`src/rtl/spi_tmo_pkg.sv`:
```
package spi_tmo_pkg;
  localparam int unsigned LIMIT_W_DEF  = 16;
  localparam int unsigned MST_IDLE_DEF = 64;
  localparam int unsigned SLV_IDLE_DEF = 576;

  typedef enum logic {
    MODE_SLAVE  = 1'b0,
    MODE_MASTER = 1'b1
  } spi_mode_e;

  function automatic int unsigned max_u(input int unsigned a, input int unsigned b);
    return (a > b) ? a : b;
  endfunction
endpackage

```
`src/rtl/slv_tmo_counter.sv`:
```
module slv_tmo_counter #(
  parameter int unsigned LIMIT_W = 16
) (
  input  logic               clk_i,
  input  logic               rst_ni,
  input  logic               sel_active_i,
  input  logic               sclk_edge_i,
  input  logic               xfer_done_i,
  input  logic [LIMIT_W-1:0] limit_i,
  output logic               hit_o
);
  logic [LIMIT_W-1:0] cnt_q;
  logic               arm_q;
  logic               disarm;

  assign disarm = !sel_active_i || xfer_done_i || (limit_i == '0);

  always_ff @(posedge clk_i or negedge rst_ni) begin
    if (!rst_ni) begin
      cnt_q <= '0;
      arm_q <= 1'b0;
    end else if (disarm) begin
      cnt_q <= '0;
      arm_q <= 1'b0;
    end else if (arm_q || sclk_edge_i) begin
      arm_q <= 1'b1;
      if (cnt_q != '1) cnt_q <= cnt_q + 1'b1;
    end
  end

  // hit only while the transaction is still open
  assign hit_o = arm_q && !disarm && (cnt_q >= limit_i);
endmodule

```
`src/rtl/rx_idle_counter.sv`:
```
module rx_idle_counter
  import spi_tmo_pkg::*;
#(
  parameter int unsigned MST_IDLE = 64,
  parameter int unsigned SLV_IDLE = 576
) (
  input  logic      clk_i,
  input  logic      rst_ni,
  input  spi_mode_e mode_i,
  input  logic      tick_i,
  input  logic      not_empty_i,
  input  logic      read_i,
  output logic      tmo_o
);
  localparam int unsigned MAX_IDLE = max_u(MST_IDLE, SLV_IDLE);
  localparam int unsigned CW       = $clog2(MAX_IDLE + 1);

  logic [CW-1:0] cnt_q;
  logic [CW-1:0] lim;
  logic          adv;
  logic          tmo_q;

  assign lim = (mode_i == MODE_MASTER) ? CW'(MST_IDLE) : CW'(SLV_IDLE);
  assign adv = (mode_i == MODE_MASTER) ? tick_i : 1'b1;

  always_ff @(posedge clk_i or negedge rst_ni) begin
    if (!rst_ni) begin
      cnt_q <= '0;
      tmo_q <= 1'b0;
    end else if (!not_empty_i || read_i) begin
      cnt_q <= '0;
      tmo_q <= 1'b0;
    end else begin
      if (cnt_q >= lim) tmo_q <= 1'b1;
      if (adv && (cnt_q < lim)) cnt_q <= cnt_q + 1'b1;
    end
  end

  assign tmo_o = tmo_q;
endmodule

```
`src/rtl/tmo_sticky_flag.sv`:
```
module tmo_sticky_flag (
  input  logic clk_i,
  input  logic rst_ni,
  input  logic set_i,
  input  logic clr_i,
  output logic flag_o
);
  logic flag_q;

  // set beats clear so a coincident event is not lost
  always_ff @(posedge clk_i or negedge rst_ni) begin
    if (!rst_ni)     flag_q <= 1'b0;
    else if (set_i)  flag_q <= 1'b1;
    else if (clr_i)  flag_q <= 1'b0;
  end

  assign flag_o = flag_q;
endmodule

```
`src/rtl/spi_tmo_monitor.sv`:
```
module spi_tmo_monitor
  import spi_tmo_pkg::*;
#(
  parameter int unsigned LIMIT_W  = LIMIT_W_DEF,
  parameter int unsigned MST_IDLE = MST_IDLE_DEF,
  parameter int unsigned SLV_IDLE = SLV_IDLE_DEF
) (
  input  logic               clk_i,
  input  logic               rst_ni,
  input  logic               master_mode_i,
  input  logic               sel_active_i,
  input  logic               sclk_edge_i,
  input  logic               xfer_done_i,
  input  logic [LIMIT_W-1:0] slv_limit_i,
  input  logic               spi_tick_i,
  input  logic               rx_not_empty_i,
  input  logic               rx_read_i,
  input  logic               slv_flag_clr_i,
  output logic               slv_tmo_o,
  output logic               rx_tmo_o,
  output logic               tmo_flag_o
);
  spi_mode_e mode;
  logic      slv_hit;

  assign mode = master_mode_i ? MODE_MASTER : MODE_SLAVE;

  slv_tmo_counter #(.LIMIT_W(LIMIT_W)) u_slv_cnt (
    .clk_i        (clk_i),
    .rst_ni       (rst_ni),
    .sel_active_i (sel_active_i),
    .sclk_edge_i  (sclk_edge_i),
    .xfer_done_i  (xfer_done_i),
    .limit_i      (slv_limit_i),
    .hit_o        (slv_hit)
  );

  tmo_sticky_flag u_slv_flag (
    .clk_i  (clk_i),
    .rst_ni (rst_ni),
    .set_i  (slv_hit),
    .clr_i  (slv_flag_clr_i),
    .flag_o (slv_tmo_o)
  );

  rx_idle_counter #(.MST_IDLE(MST_IDLE), .SLV_IDLE(SLV_IDLE)) u_rx_idle (
    .clk_i       (clk_i),
    .rst_ni      (rst_ni),
    .mode_i      (mode),
    .tick_i      (spi_tick_i),
    .not_empty_i (rx_not_empty_i),
    .read_i      (rx_read_i),
    .tmo_o       (rx_tmo_o)
  );

  assign tmo_flag_o = slv_tmo_o | rx_tmo_o;
endmodule

```
`config.mk`:
```
export PLATFORM = sky130hd
export DESIGN_NAME = spi_tmo_monitor
export DESIGN_NICKNAME = d
export VERILOG_FILES = /design/src/rtl/spi_tmo_pkg.sv /design/src/rtl/slv_tmo_counter.sv /design/src/rtl/rx_idle_counter.sv /design/src/rtl/tmo_sticky_flag.sv /design/src/rtl/spi_tmo_monitor.sv
export SDC_FILE = /design/constraint.sdc
export NUM_CORES = 1
export LEC_CHECK = 0
export BUFFER_PORTS_ARGS = -buffer_cell sky130_fd_sc_hd__buf_2
export CAP_MARGIN = 20
export CORE_UTILIZATION = 40
export CTS_BUF_LIST = sky130_fd_sc_hd__clkbuf_8
export DETAILED_ROUTE_END_ITERATION = 8
export GPL_ROUTABILITY_DRIVEN = 1
export GPL_TIMING_DRIVEN = 0
export SKIP_LAST_GASP = 1
export SYNTH_ARGS = -nofsm -noshare
export SYNTH_HDL_FRONTEND = slang
export SYNTH_SLANG_ARGS = --single-unit
```
`constraint.sdc`:
```
create_clock -name clk_i -period 1.8 [get_ports clk_i]
set_input_delay 0 -clock clk_i [delete_from_list [all_inputs] [get_ports clk_i]]
set_output_delay 0 -clock clk_i [all_outputs]
set_load 0.05 [all_outputs]
```
-- Word level (Yosys, flattened, before mapping)
Cells that the tools add are included.
- word-level logic and storage cells: 43
- output and inout bits: 3
- flip-flop bits (word level): 29
- muxes and demuxes: 14
- eq/ne operators: 1
- add/subtract/negate cells: 2
- reduce and logical (&&, ||, !) cells: 17
- bitwise logic cells: 1
- $lt $le $gt $ge: 3
- operators by type and width (cell ; count):
    16-bit two-way mux ; 3
    10-bit two-way mux ; 3
    16-bit by 1-bit adder with 16-bit output (second input constant) ; 1
    16-bit greater-or-equal comparator ; 1
    16-bit zero test ; 1
    16-bit != test (second input constant) ; 1
    10-bit by 1-bit adder with 10-bit output (second input constant) ; 1
    10-bit greater-or-equal comparator ; 1
    10-bit < comparator ; 1
    2-bit nonzero test ; 5
    1-bit two-way mux ; 8
    1-bit logical OR ; 4
    1-bit logical AND ; 3
    1-bit zero test ; 3
    2-bit AND reduction ; 1
    1-bit OR ; 1

-- Logic depth before layout (Yosys ltp)
Gate-level depths: netlist (run 1).
- word-level depth: 7
- depth in mapped cells: 7
- mapped depth without buffers: 7

-- Cells and area by module
Synthesis (run 1) repeated with hierarchy kept, for this count alone.
- cell total of the unflattened synthesis: 221
- area, all modules: 2000.7 um^2
- modules (own cells, without submodules) (module ; cells each ; seq. area each (um^2) ; area an instance (um^2) ; times used):
    slv_tmo_counter ; 155 ; 425.4 ; 1357.6 ; 1
    rx_idle_counter ; 62 ; 275.3 ; 600.6 ; 1
    tmo_sticky_flag ; 3 ; 25.0 ; 36.3 ; 1
    spi_tmo_monitor ; 1 ; 0.0 ; 6.3 ; 1

-- Worst setup path before layout (run 1)
OpenSTA, ideal clock, no wires.
- kind: reg-to-reg
- start point: register u_slv_cnt.cnt_q[10]
- end point: register u_slv_cnt.cnt_q[13]
- data arrival time: 1470 ps
- cell stages (with the launch flop): 7
- period minus slack after synthesis: 1602 ps
- path slack: 198 ps
- path through: dfrtp_1 and4_1 and2_1 buf_2 a2111oi_4 xnor2_1 nor2_1
- cells in the longest elaborated chain, start to end: 4
- ends and longest elaborated chain (item ; line ; RTL):
    start, declared ; slv_tmo_counter.sv:12 ; logic [LIMIT_W-1:0] cnt_q;
    start signal, assigned ; slv_tmo_counter.sv:27 ; if (cnt_q != '1) cnt_q <= cnt_q + 1'b1;
    16-bit by 1-bit adder with 16-bit output ; slv_tmo_counter.sv:27 ;
    16-bit two-way mux ; slv_tmo_counter.sv:27 ;
    16-bit two-way mux ; slv_tmo_counter.sv:25 ; end else if (arm_q || sclk_edge_i) begin
    16-bit two-way mux ; slv_tmo_counter.sv:22 ; end else if (disarm) begin
Parallel ways exist; a longest one is shown, timed or not. The select of a mux whose other input is x is not followed.
A chain may end at the register's enable or synchronous reset.

-- Final worst setup path (run 1)
- start point: register u_slv_cnt.cnt_q[3]
- end point: register u_slv_cnt.cnt_q[15]
The elaborated chain is that of the path after synthesis.

==> results of run 1 <==
-- cell usage after synthesis --
master / number
a2111o_1: 1
o32ai_1: 1
nand2b_1: 4
o41ai_1: 1
nor3_1: 2
a21oi_1: 7
a2111oi_4: 1
nor4_1: 6
nand3b_1: 1
buf_6: 1
nor3b_1: 2
a211oi_2: 1
xor2_1: 11
nor2_1: 27
a211oi_1: 4
nand2_1: 8
o22ai_1: 1
mux2i_1: 3
a41oi_1: 1
clkbuf_1: 2
and3_1: 3
a2bb2oi_1: 1
buf_2: 3
ha_1: 20
a311oi_2: 1
nand2b_2: 1
and4_1: 2
xnor2_1: 8
nand4_1: 11
o21ai_0: 5
nor2b_1: 2
and2_1: 3
or2_2: 1
inv_1: 19
or3_1: 1
a21o_1: 2
or4_1: 1
a31oi_1: 2
o21a_1: 1
and3b_1: 1
o31ai_1: 1
dfrtp_1: 29
nand3_1: 8
-- area by class of cell --
cell class              count  area [um^2]  area share
plain buffers               6        38.79     0.01638
clock buffers               5        68.82     0.02907
clock inverters             3        13.76    0.005814
inverters                  19        71.32     0.03013
multi-input cells         157         1144      0.4831
flip-flops and latches     29        732.0      0.3092
well taps                  67        83.83     0.03541
repair buffers             37        215.2     0.09091
-- cells in the final DEF (no fill, tap or decap), types with 4 or more instances in the layout --
master    netlist  layout
buf_2           3      29
nor2_1         27      26
dfrtp_1        29      24
inv_1          19      20
ha_1           20      20
nand4_1        11      11
xor2_1         11      11
xnor2_1         8       8
nand2_1         8       8
nand3_1         8       8
buf_4           0       7
a21oi_1         7       7
nor4_1          6       5
clkbuf_8        0       5
dfrtp_2         0       5
nand2b_1        4       4
a211oi_1        4       4
-- critical path, stage by stage (launching register included) --
cell	delay (ps)
dfrtp_1	450
nand3_1	110
or3_1	370
buf_6	150
or4_1	390
a21oi_1	150
-- metal layers --
layer	routed length (um)	share of wire
met5	0	0
met3	137	0.033
met4	56	0.014
met2	1853	0.45
met1	2076	0.50
-- kinds of logic after synthesis --
family / share of synthesized area
buf+inv: 0.05367
mux: 0.01534
simple gates: 0.2249
flops: 0.3706
xor+xnor: 0.08498
fa+ha+maj: 0.1278
compound gates: 0.1227
-- registers in the layout (all words and copies together), names as in the netlist --
register,flops
u_rx_idle.cnt_q,10
u_slv_cnt.arm_q,1
u_slv_flag.flag_o,1
u_slv_cnt.cnt_q,16
u_rx_idle.tmo_o,1
-- metrics by stage --
| step | power, W | hold WS (ps) | std cells |
|---|---|---|---|
| 2_1_floorplan | 0.0007307 | -295.6 | 211 |
| 3_3_place_gp | 0.0007890 | 64.90 | 306 |
| 3_5_place_dp | 0.0007912 | 75.73 | 306 |
| 4_1_cts | 0.001307 | 5.560 | 317 |
| 5_1_grt | 0.001355 | 39.75 | 323 |
| 6_report | 0.001294 | 35.59 | 323 |
-- power groups by stage --
stage / Clock [W] / Sequential (W) / Combinational, W
2_1_floorplan: 0 / 0.000673 / 0.0000578
3_3_place_gp: 0 / 0.000674 / 0.000115
3_5_place_dp: 0 / 0.000674 / 0.000117
4_1_cts: 0.000522 / 0.000662 / 0.000123
5_1_grt: 0.000551 / 0.000662 / 0.000141
6_report: 0.000510 / 0.000662 / 0.000122
-- worst paths after layout --
check / depth (start not counted) / to / slack, ps / startpoint
max: 5 / u_slv_cnt.cnt_q[15] / 100 / u_slv_cnt.cnt_q[3]
min: 3 / u_slv_cnt.arm_q / 40 / sclk_edge_i
max reg2reg: 5 / u_slv_cnt.cnt_q[15] / 100 / u_slv_cnt.cnt_q[3]
min reg2reg: 2 / u_rx_idle.tmo_o / 530 / u_rx_idle.tmo_o
max in group asynchronous: 2 / u_slv_cnt.cnt_q[10] / 1050 / rst_ni
min in group asynchronous: 2 / u_rx_idle.cnt_q[8] / 280 / rst_ni
-- repair_timing --
action,CTS,global route
endpoints found under the setup margin,0,14
buffers inserted,0,6
hold endpoints to repair,30,0
hold buffers,3,0
resized for setup,0,14
==> impl_results.md, run 1 <==
* Status: completed
* Pre-Repair DR Iteration Count at 4
* DP Area at between 2000 and 2500 um^2
* Global Route met2 Usage at 0.2820
* CTS sink cnt at 29
* Startpoint Class: register
* Final Net Count at around 300
* Final max-slew violation count at 0
* Tcrit/Tclk final at 0.9465
* Worst min-delay path class: input port to register
* Die Y at between 70 and 80 um
* FILL cells at 436
* VDD IR max at between 0.2 and 0.3 mV
* Max_slew headroom at 0.5648
* WS Path Type: register to register
* Initial Util at 0.4146
* Comb power frac at 0.094
* Number of global-route vias before repair at approximately 1,500
* Setup_tns at 0 ps
* Gpl congestion at 0.7941
* Area of the mapped netlist at a little under 2000 um^2
* Final Cell Area at 2367 um^2
* Distinct cells, synth at 43
* P_sw at between 0.0003 and 0.0004 W
* RSZ-0062 raised after global routing: no
* Post-route setup slack at 96.29 ps
* Worst skew pair latency at approximately 280 ps
* Fmax at 587.0 MHz
* Yosys reg bits at 29
* Data arrival, critical path at ~1900 ps
* Reg clk slew, reported paths at 60 ps
* Sw Share at 0.2495
* ANT cells at 0
* Synth warn at 0
* Initial antenna violation count at 0
* Synth Instances at 211
* Die area at approximately 5200 um^2
* Seq pwr share at 0.512
* Core footprint at 4723 um^2
* Synthesized area per cell at roughly 9.3 um^2
* Highest fanout seen on the critical path at 8
* Ranking of synthesized cells by area: dfrtp_1 37%, ha_1 13%, nor2_1 5.2%
* Vias at around 1,600
* Initial drt markers at 72
* Cell taking the most area after synthesis: dfrtp_1
* CTS Root Cell: clkbuf_8
* Busiest grt layer: met2
* CTS Buf Count at 5
* CP Capture Type: register
* Dpl hpwl at between 3 and 4 mm
* Skew final at 1.511 ps
* Seq/Total Area, Yosys at 0.3706
* Syn_nets at approximately 260
* Pint at between 0.0009 and 0.001 W
* Share of layout cells above drive strength 1 at 0.2305
* Top-area cell type share of the netlist area at 0.3706
* H-tree lvl count at 2
* # IOs at 29
* Largest net degree at the start of global routing at 30
* Grt total ovfl at 0
* Hold Fails Final Rpt at 0
* CTS tree: yes
* Max-cap viol count at 0
* Clk network pwr share at 0.394
* Port buffer count at 28
* Setup violators final at 0
* Drt drc at 0
* Worst Tran Pin Value at about 650 ps
* Final min period at between 1500 and 2000 ps
* Synth-to-Final Area Change at 20.89%
* Met1 Use GR at 0.2487
* DRT Wirelength at 4.125 mm
* Place WS at 56.48 ps
* First-pass GRT wire length at about 7.0 mm
* Critical path data required time at approximately 2000 ps
* Pwr dens at approximately 550 nW/um^2
* Final core area utilization at 0.5012
* Clk buf depth at 2
* GRT Util Overall at 0.1780
* DR vias/cell at 5.050
* # rows at 25
* Leakage at 1.120 nW
* Die Span X at around 72 um
* Met3 GRT Util at 0.03333
* Final ANT Viol Nets at 0
* Avg WL per Cell at between 10 and 15 um
Power figures use the tool's default switching activity.
==> run 2: changes to the inputs <==
--- a/config.mk
+++ b/config.mk
@@ -12,6 +12,7 @@
 export DETAILED_ROUTE_END_ITERATION = 8
 export GPL_ROUTABILITY_DRIVEN = 1
 export GPL_TIMING_DRIVEN = 0
+export PLACE_DENSITY = 0.7
 export SKIP_LAST_GASP = 1
 export SYNTH_ARGS = -nofsm -noshare
 export SYNTH_HDL_FRONTEND = slang
==> run 2 against run 1 <==
Net effect: clock-buffer cell count increased by 1; utilization up 0.66 points; routed wire length grew 2.6%; via count rose by 1.3%; power up 14%; cell area increased by 1.3%; critical endpoint unchanged; largest cell class unchanged; largest power group is now clock.
==> impl_results.md, run 2 (same netlist as run 1, synthesis figures left out) <==
* Status: completed
* # IOs at 29
* Clk buf depth at 2
* Pre-Repair DR Iteration Count at 4
* Grt total ovfl at 0
* Tcrit/Tclk final at 0.9846
* Hold Fails Final Rpt at 0
* FILL cells at between 400 and 500
* Buf/Inv on CP at 1
* Synth-to-Final Area Change at 22.49%
* Vias at between 1,500 and 2,000
* Max-cap viol count at 0
* First-pass GRT wire length at between 6 and 7 mm
* Largest register FFs at 16
* Place WS at roughly 27 ps
* Reg clk slew, reported paths at around 60 ps
* DR vias/cell at slightly above 5
* GRT Util Overall at 0.1691
* Avg WL per Cell at between 10 and 15 um
* Gpl congestion at 0.8298
* DRT Wirelength at ~4.2 mm
* Skew final at 3.179 ps
* CP Capture Type: register
* Highest fanout seen on the critical path at 8
* Final ANT Viol Nets at 0
* Post-route setup slack at 27.69 ps
* Die Y at 71.97 um
* Worst Tran Pin Value at 649.4 ps
* RSZ-0062 raised after global routing: yes
* Largest net degree at the start of global routing at 30
* Final max-slew violation count at 0
* Drt drc at 0
* Top flop regs: u_slv_cnt.cnt_q: 16 flops, u_rx_idle.cnt_q: 10 flops
* VDD IR max at roughly 0.28 mV
* Largest delay contributor family on the critical path: simple AND/OR/NAND/NOR gates
* Setup violators final at 0
* CTS tree: yes
* Initial drt markers at 100
* Worst min-delay path class: input port to register
* CTS Root Cell: clkbuf_8
* Fmax at ~560 MHz
* CTS sink cnt at 29
* Die Span X at around 70 um
* Share of layout cells above drive strength 1 at 0.2341
* Number of global-route vias before repair at 1,568
* Leakage at approximately 1.1 nW
* Worst skew pair latency at 280 ps
* ANT cells at 0
* Startpoint Class: register
* # rows at 25
* Core footprint at between 4000 and 5000 um^2
* Worst path cell trace: nand3_1, or3_1, buf_6, or4_1, a21oi_1
* Final core area utilization at 0.5078
* Pwr dens at approximately 600 nW/um^2
* Critical path data required time at between 1500 and 2000 ps
* Crit-path slowest cell: dfrtp_1
* Reg with most FFs: u_slv_cnt.cnt_q
* Initial antenna violation count at 0
* Final Net Count at approximately 300
* Initial Util at 0.4146
* H-tree lvl count at 2
* Final min period at 1772 ps
* Critical Path Max Stage Delay at ~460 ps
* Dpl hpwl at 3.096 mm
* Data arrival, critical path at about 2000 ps
* Die area at around 5200 um^2
* Max_slew headroom at 0.5671
* Most frequent cells in the layout: 30 x buf_2, 26 x nor2_1, 24 x dfrtp_1
* WS Path Type: register to register
* Most common library cell in the layout ignoring fill and taps: buf_2
* Port buffer count at 28
* CTS Buf Count at 5
-- run 2: final cells by class --
type                       instances  area (um^2)  area share
timing repair buffer              33        185.2     0.07720
tap                               67        83.83     0.03495
inverter                          19        71.32     0.02973
multi-input combinational        157         1174      0.4893
sequential                        29        732.0      0.3052
buffer                             6        36.28     0.01513
clock buffer                       6        82.58     0.03443
clock inverter                     2        33.78     0.01408
-- run 2: layer usage --
layer	up-vias	GRT usage	routed length (um)
li1	830	-	-
met1	787	0.2121	2036
met2	30	0.2883	2008
met3	5	0.02778	127
met4	0	0.07407	60
met5	-	0	0
-- run 2: power breakdown --
group	switching, W	internal, W
combinational	0.0000718	0.0000537
clock	0.000249	0.000445
sequential	0.00000536	0.000657
total	0.000326	0.00116
-- run 2: tightest hold or removal path, stage by stage --
cell and delay [ps]:
buf_2 80, nor2b_1 60, a2bb2oi_2 160
-- run 2: final timing paths --
kind / from / end / slack (ps) / cells past startpoint
worst max-delay path: u_slv_cnt.cnt_q[3] / u_slv_cnt.cnt_q[15] / 30 / 5
worst min-delay path: slv_flag_clr_i / u_slv_flag.flag_o / 60 / 3
worst max register to register: u_slv_cnt.cnt_q[3] / u_slv_cnt.cnt_q[15] / 30 / 5
worst min register to register: u_rx_idle.tmo_o / u_rx_idle.tmo_o / 530 / 2
max in group asynchronous: rst_ni / u_slv_cnt.cnt_q[10] / 1050 / 2
min in group asynchronous: rst_ni / u_rx_idle.cnt_q[2] / 290 / 2
-- run 2: stage by stage --
stage	TNS (ps)	area [um^2]	instances	hold slack, ps	power, W
2_1_floorplan	0	1958	211	-295.6	0.0007307
3_3_place_gp	0	2182	306	65.67	0.0007884
3_5_place_dp	0	2182	306	71.66	0.0007924
4_1_cts	0	2331	317	34.96	0.001495
5_1_grt	-5.270	2399	319	68.95	0.001537
6_report	0	2399	319	61.30	0.001481
-- run 2: what timing repair did --
| item | in CTS | in global routing |
|---|---|---|
| hold endpoints to repair | 30 | 0 |
| setup endpoints to repair | 1 | 12 |
| buffers inserted | 0 | 2 |
| hold buffers | 3 | 0 |
| gates resized for setup | 1 | 17 |
| pin swaps | 0 | 3 |
==> run 3: changes to the inputs <==
--- a/config.mk
+++ b/config.mk
@@ -13,6 +13,7 @@
 export GPL_ROUTABILITY_DRIVEN = 1
 export GPL_TIMING_DRIVEN = 0
 export PLACE_DENSITY = 0.7
+export RECOVER_POWER = 25
 export SKIP_LAST_GASP = 1
 export SYNTH_ARGS = -nofsm -noshare
 export SYNTH_HDL_FRONTEND = slang
==> constraint.sdc (replaced) <==
create_clock -name clk_i -period 1.8 [get_ports clk_i]
set_input_delay 0 -clock clk_i [delete_from_list [all_inputs] [get_ports clk_i]]
set_output_delay 0 -clock clk_i [all_outputs]
set_load 0.01 [all_outputs]
==> run 3 against run 2 <==
Net effect: register-to-register slack is essentially flat; setup slack is the same; non-clock buffer count is the same; sequential power is essentially flat; final cell count is the same; critical endpoint unchanged.
==> impl_results.md, run 3 (same netlist as run 1, synthesis figures left out) <==
* Largest net degree at the start of global routing at 30
* Most common library cell in the layout ignoring fill and taps: buf_2
* Met1 Use GR at 0.2121
* Final Net Count at 297
* Top flop regs: u_slv_cnt.cnt_q: 16 flops, u_rx_idle.cnt_q: 10 flops
* VDD IR max at 0.2846 mV
* Hold Path Cell Cnt at 3
* Largest delay contributor family on the critical path: simple AND/OR/NAND/NOR gates
* H-tree lvl count at 2
* ANT cells at 0
* Initial drt markers at 100
* Most frequent cells in the layout: 27 x buf_2, 26 x nor2_1, 24 x dfrtp_1
* DRT Wirelength at 4.235 mm
* Busiest grt layer: met2
* Leakage at around 1.1 nW
* Initial Util at 0.4146
* Max_slew headroom at 0.5178
* Die area at about 5200 um^2
* Die Span X at around 72 um
* Crit. Startpoint: u_slv_cnt.cnt_q[3]
* Multi-input logic area at around 1200 um^2
* Synth-to-Final Area Change at 22.36%
* Crit-path slowest cell: dfrtp_1
* CTS Buf Count at 5
* Buf/Inv on CP at 1
* Fmax at 564.2 MHz
* Final ANT Viol Nets at 0
* Pwr dens at just over 600 nW/um^2
* Grt total ovfl at 0
* Gpl congestion at around 0.83
* FILL cells at around 430
* Dpl hpwl at 3.096 mm
* Pre-Repair DR Iteration Count at 4
* Max-cap viol count at 0
* Hold WS at roughly 61 ps
* Final max-slew violation count at 0
* # rows at 25
* Highest fanout seen on the critical path at 8
* CTS Root Cell: clkbuf_8
* Core footprint at roughly 4700 um^2
* FF+latch area at 732.0 um^2
* Port buffer count at 28
* Setup violators final at 0
* Reg2Reg Setup Slack at between 20 and 30 ps
* FF-to-FF End: u_slv_cnt.cnt_q[15]
* # IOs at 29
* Share of layout cells above drive strength 1 at 0.2262
* Data arrival, critical path at 1960 ps
* DR vias/cell at about 5.2
* Setup_tns at 0 ps
* GRT Util Overall at 0.1691
* Worst Tran Pin Value at just over 700 ps
* WS Path Type: register to register
* Critical Path Max Stage Delay at ~460 ps
* Reg with most FFs: u_slv_cnt.cnt_q
* CP Capture Type: register
* Worst skew pair latency at 280 ps
* Worst min-delay path class: input port to register
* Final core area utilization at 0.5073
* Initial antenna violation count at 0
* Clk buf depth at 2
* Final min period at approximately 1800 ps
* Critical path data required time at about 2000 ps
* Hold Fails Final Rpt at 0
* Skew final at around 3.2 ps
* Worst R2R Start: u_slv_cnt.cnt_q[3]
* Levels on crit path at 5
* First-pass GRT wire length at roughly 6.8 mm
* Worst path cell trace: nand3_1, or3_1, buf_6, or4_1, a21oi_1
* CTS tree: yes
* Met3 GRT Util at 0.02778
* Reg clk slew, reported paths at about 60 ps
* Die Y at approximately 72 um
* RSZ-0062 raised after global routing: yes
* Placed cell count at around 310
* Drt drc at 0
* Vias at roughly 1,700
* Startpoint Class: register
* Number of global-route vias before repair at 1,568
* Global Route met2 Usage at 0.2883
* Fin cells at about 320
* Avg WL per Cell at 13.28 um
* Worst setup endpoint: u_slv_cnt.cnt_q[15]
* Tcrit/Tclk final at 0.9846
* Status: completed
* Largest register FFs at 16
* Worst-case reg-to-reg path depth at 5
* CTS sink cnt at 29
==> run 3: routing by layer <==
layer,wire length [um],up-vias
li1,-,830
met4,60,0
met2,2008,30
met5,0,-
met3,128,5
met1,2037,787
==> run 3: final cells by class <==
class                           instances  area share
Timing Repair Buffer                   33     0.07624
Multi-Input combinational cell        157      0.4898
Inverter                               19     0.02976
Clock buffer                            6     0.03446
Clock inverter                          2     0.01410
Sequential cell                        29      0.3055
Tap cell                               67     0.03499
Buffer                                  6     0.01514
==> run 3: power breakdown <==
group	switching (W)	leakage (nW)	internal, W
logic	0.0000719	0.644	0.0000536
clock network	0.000249	0.0626	0.000445
registers	0.00000536	0.395	0.000657
==> run 3: timing repair <==
item	4_1_cts	5_1_grt
pin swaps	0	3
endpoints found under the hold margin	30	0
gates resized for setup	1	17
setup buffers	0	2
hold buffers	3	0
endpoints found under the setup margin	1	12
==> run 3: worst min path at each step <==
stage / from / endpoint
2_1_floorplan: rst_ni / u_rx_idle.cnt_q[0]
3_3_place_gp: rst_ni / u_rx_idle.cnt_q[9]
3_5_place_dp: rst_ni / u_rx_idle.cnt_q[9]
4_1_cts: sclk_edge_i / u_slv_cnt.arm_q
5_1_grt: slv_flag_clr_i / u_slv_flag.flag_o
6_report: slv_flag_clr_i / u_slv_flag.flag_o
==> run 3: through the flow <==
step,cell area (um^2),worst slack [ps],power [W]
detailed placement,2182,26.54,0.0007924
finish,2396,27.69,0.001481
global placement,2182,61.67,0.0007884
CTS,2331,16.18,0.001495
global route,2396,-5.270,0.001537
floorplan,1958,198.4,0.0007307
==> run 3: worst register-to-register path: cells and delay by family, from the launching register on <==
family                 cells  cell delay (ps)
AOI/OAI and AO/OA          1              150
buffers and inverters      1              160
DFF                        1              460
and+or+nand+nor            3              920
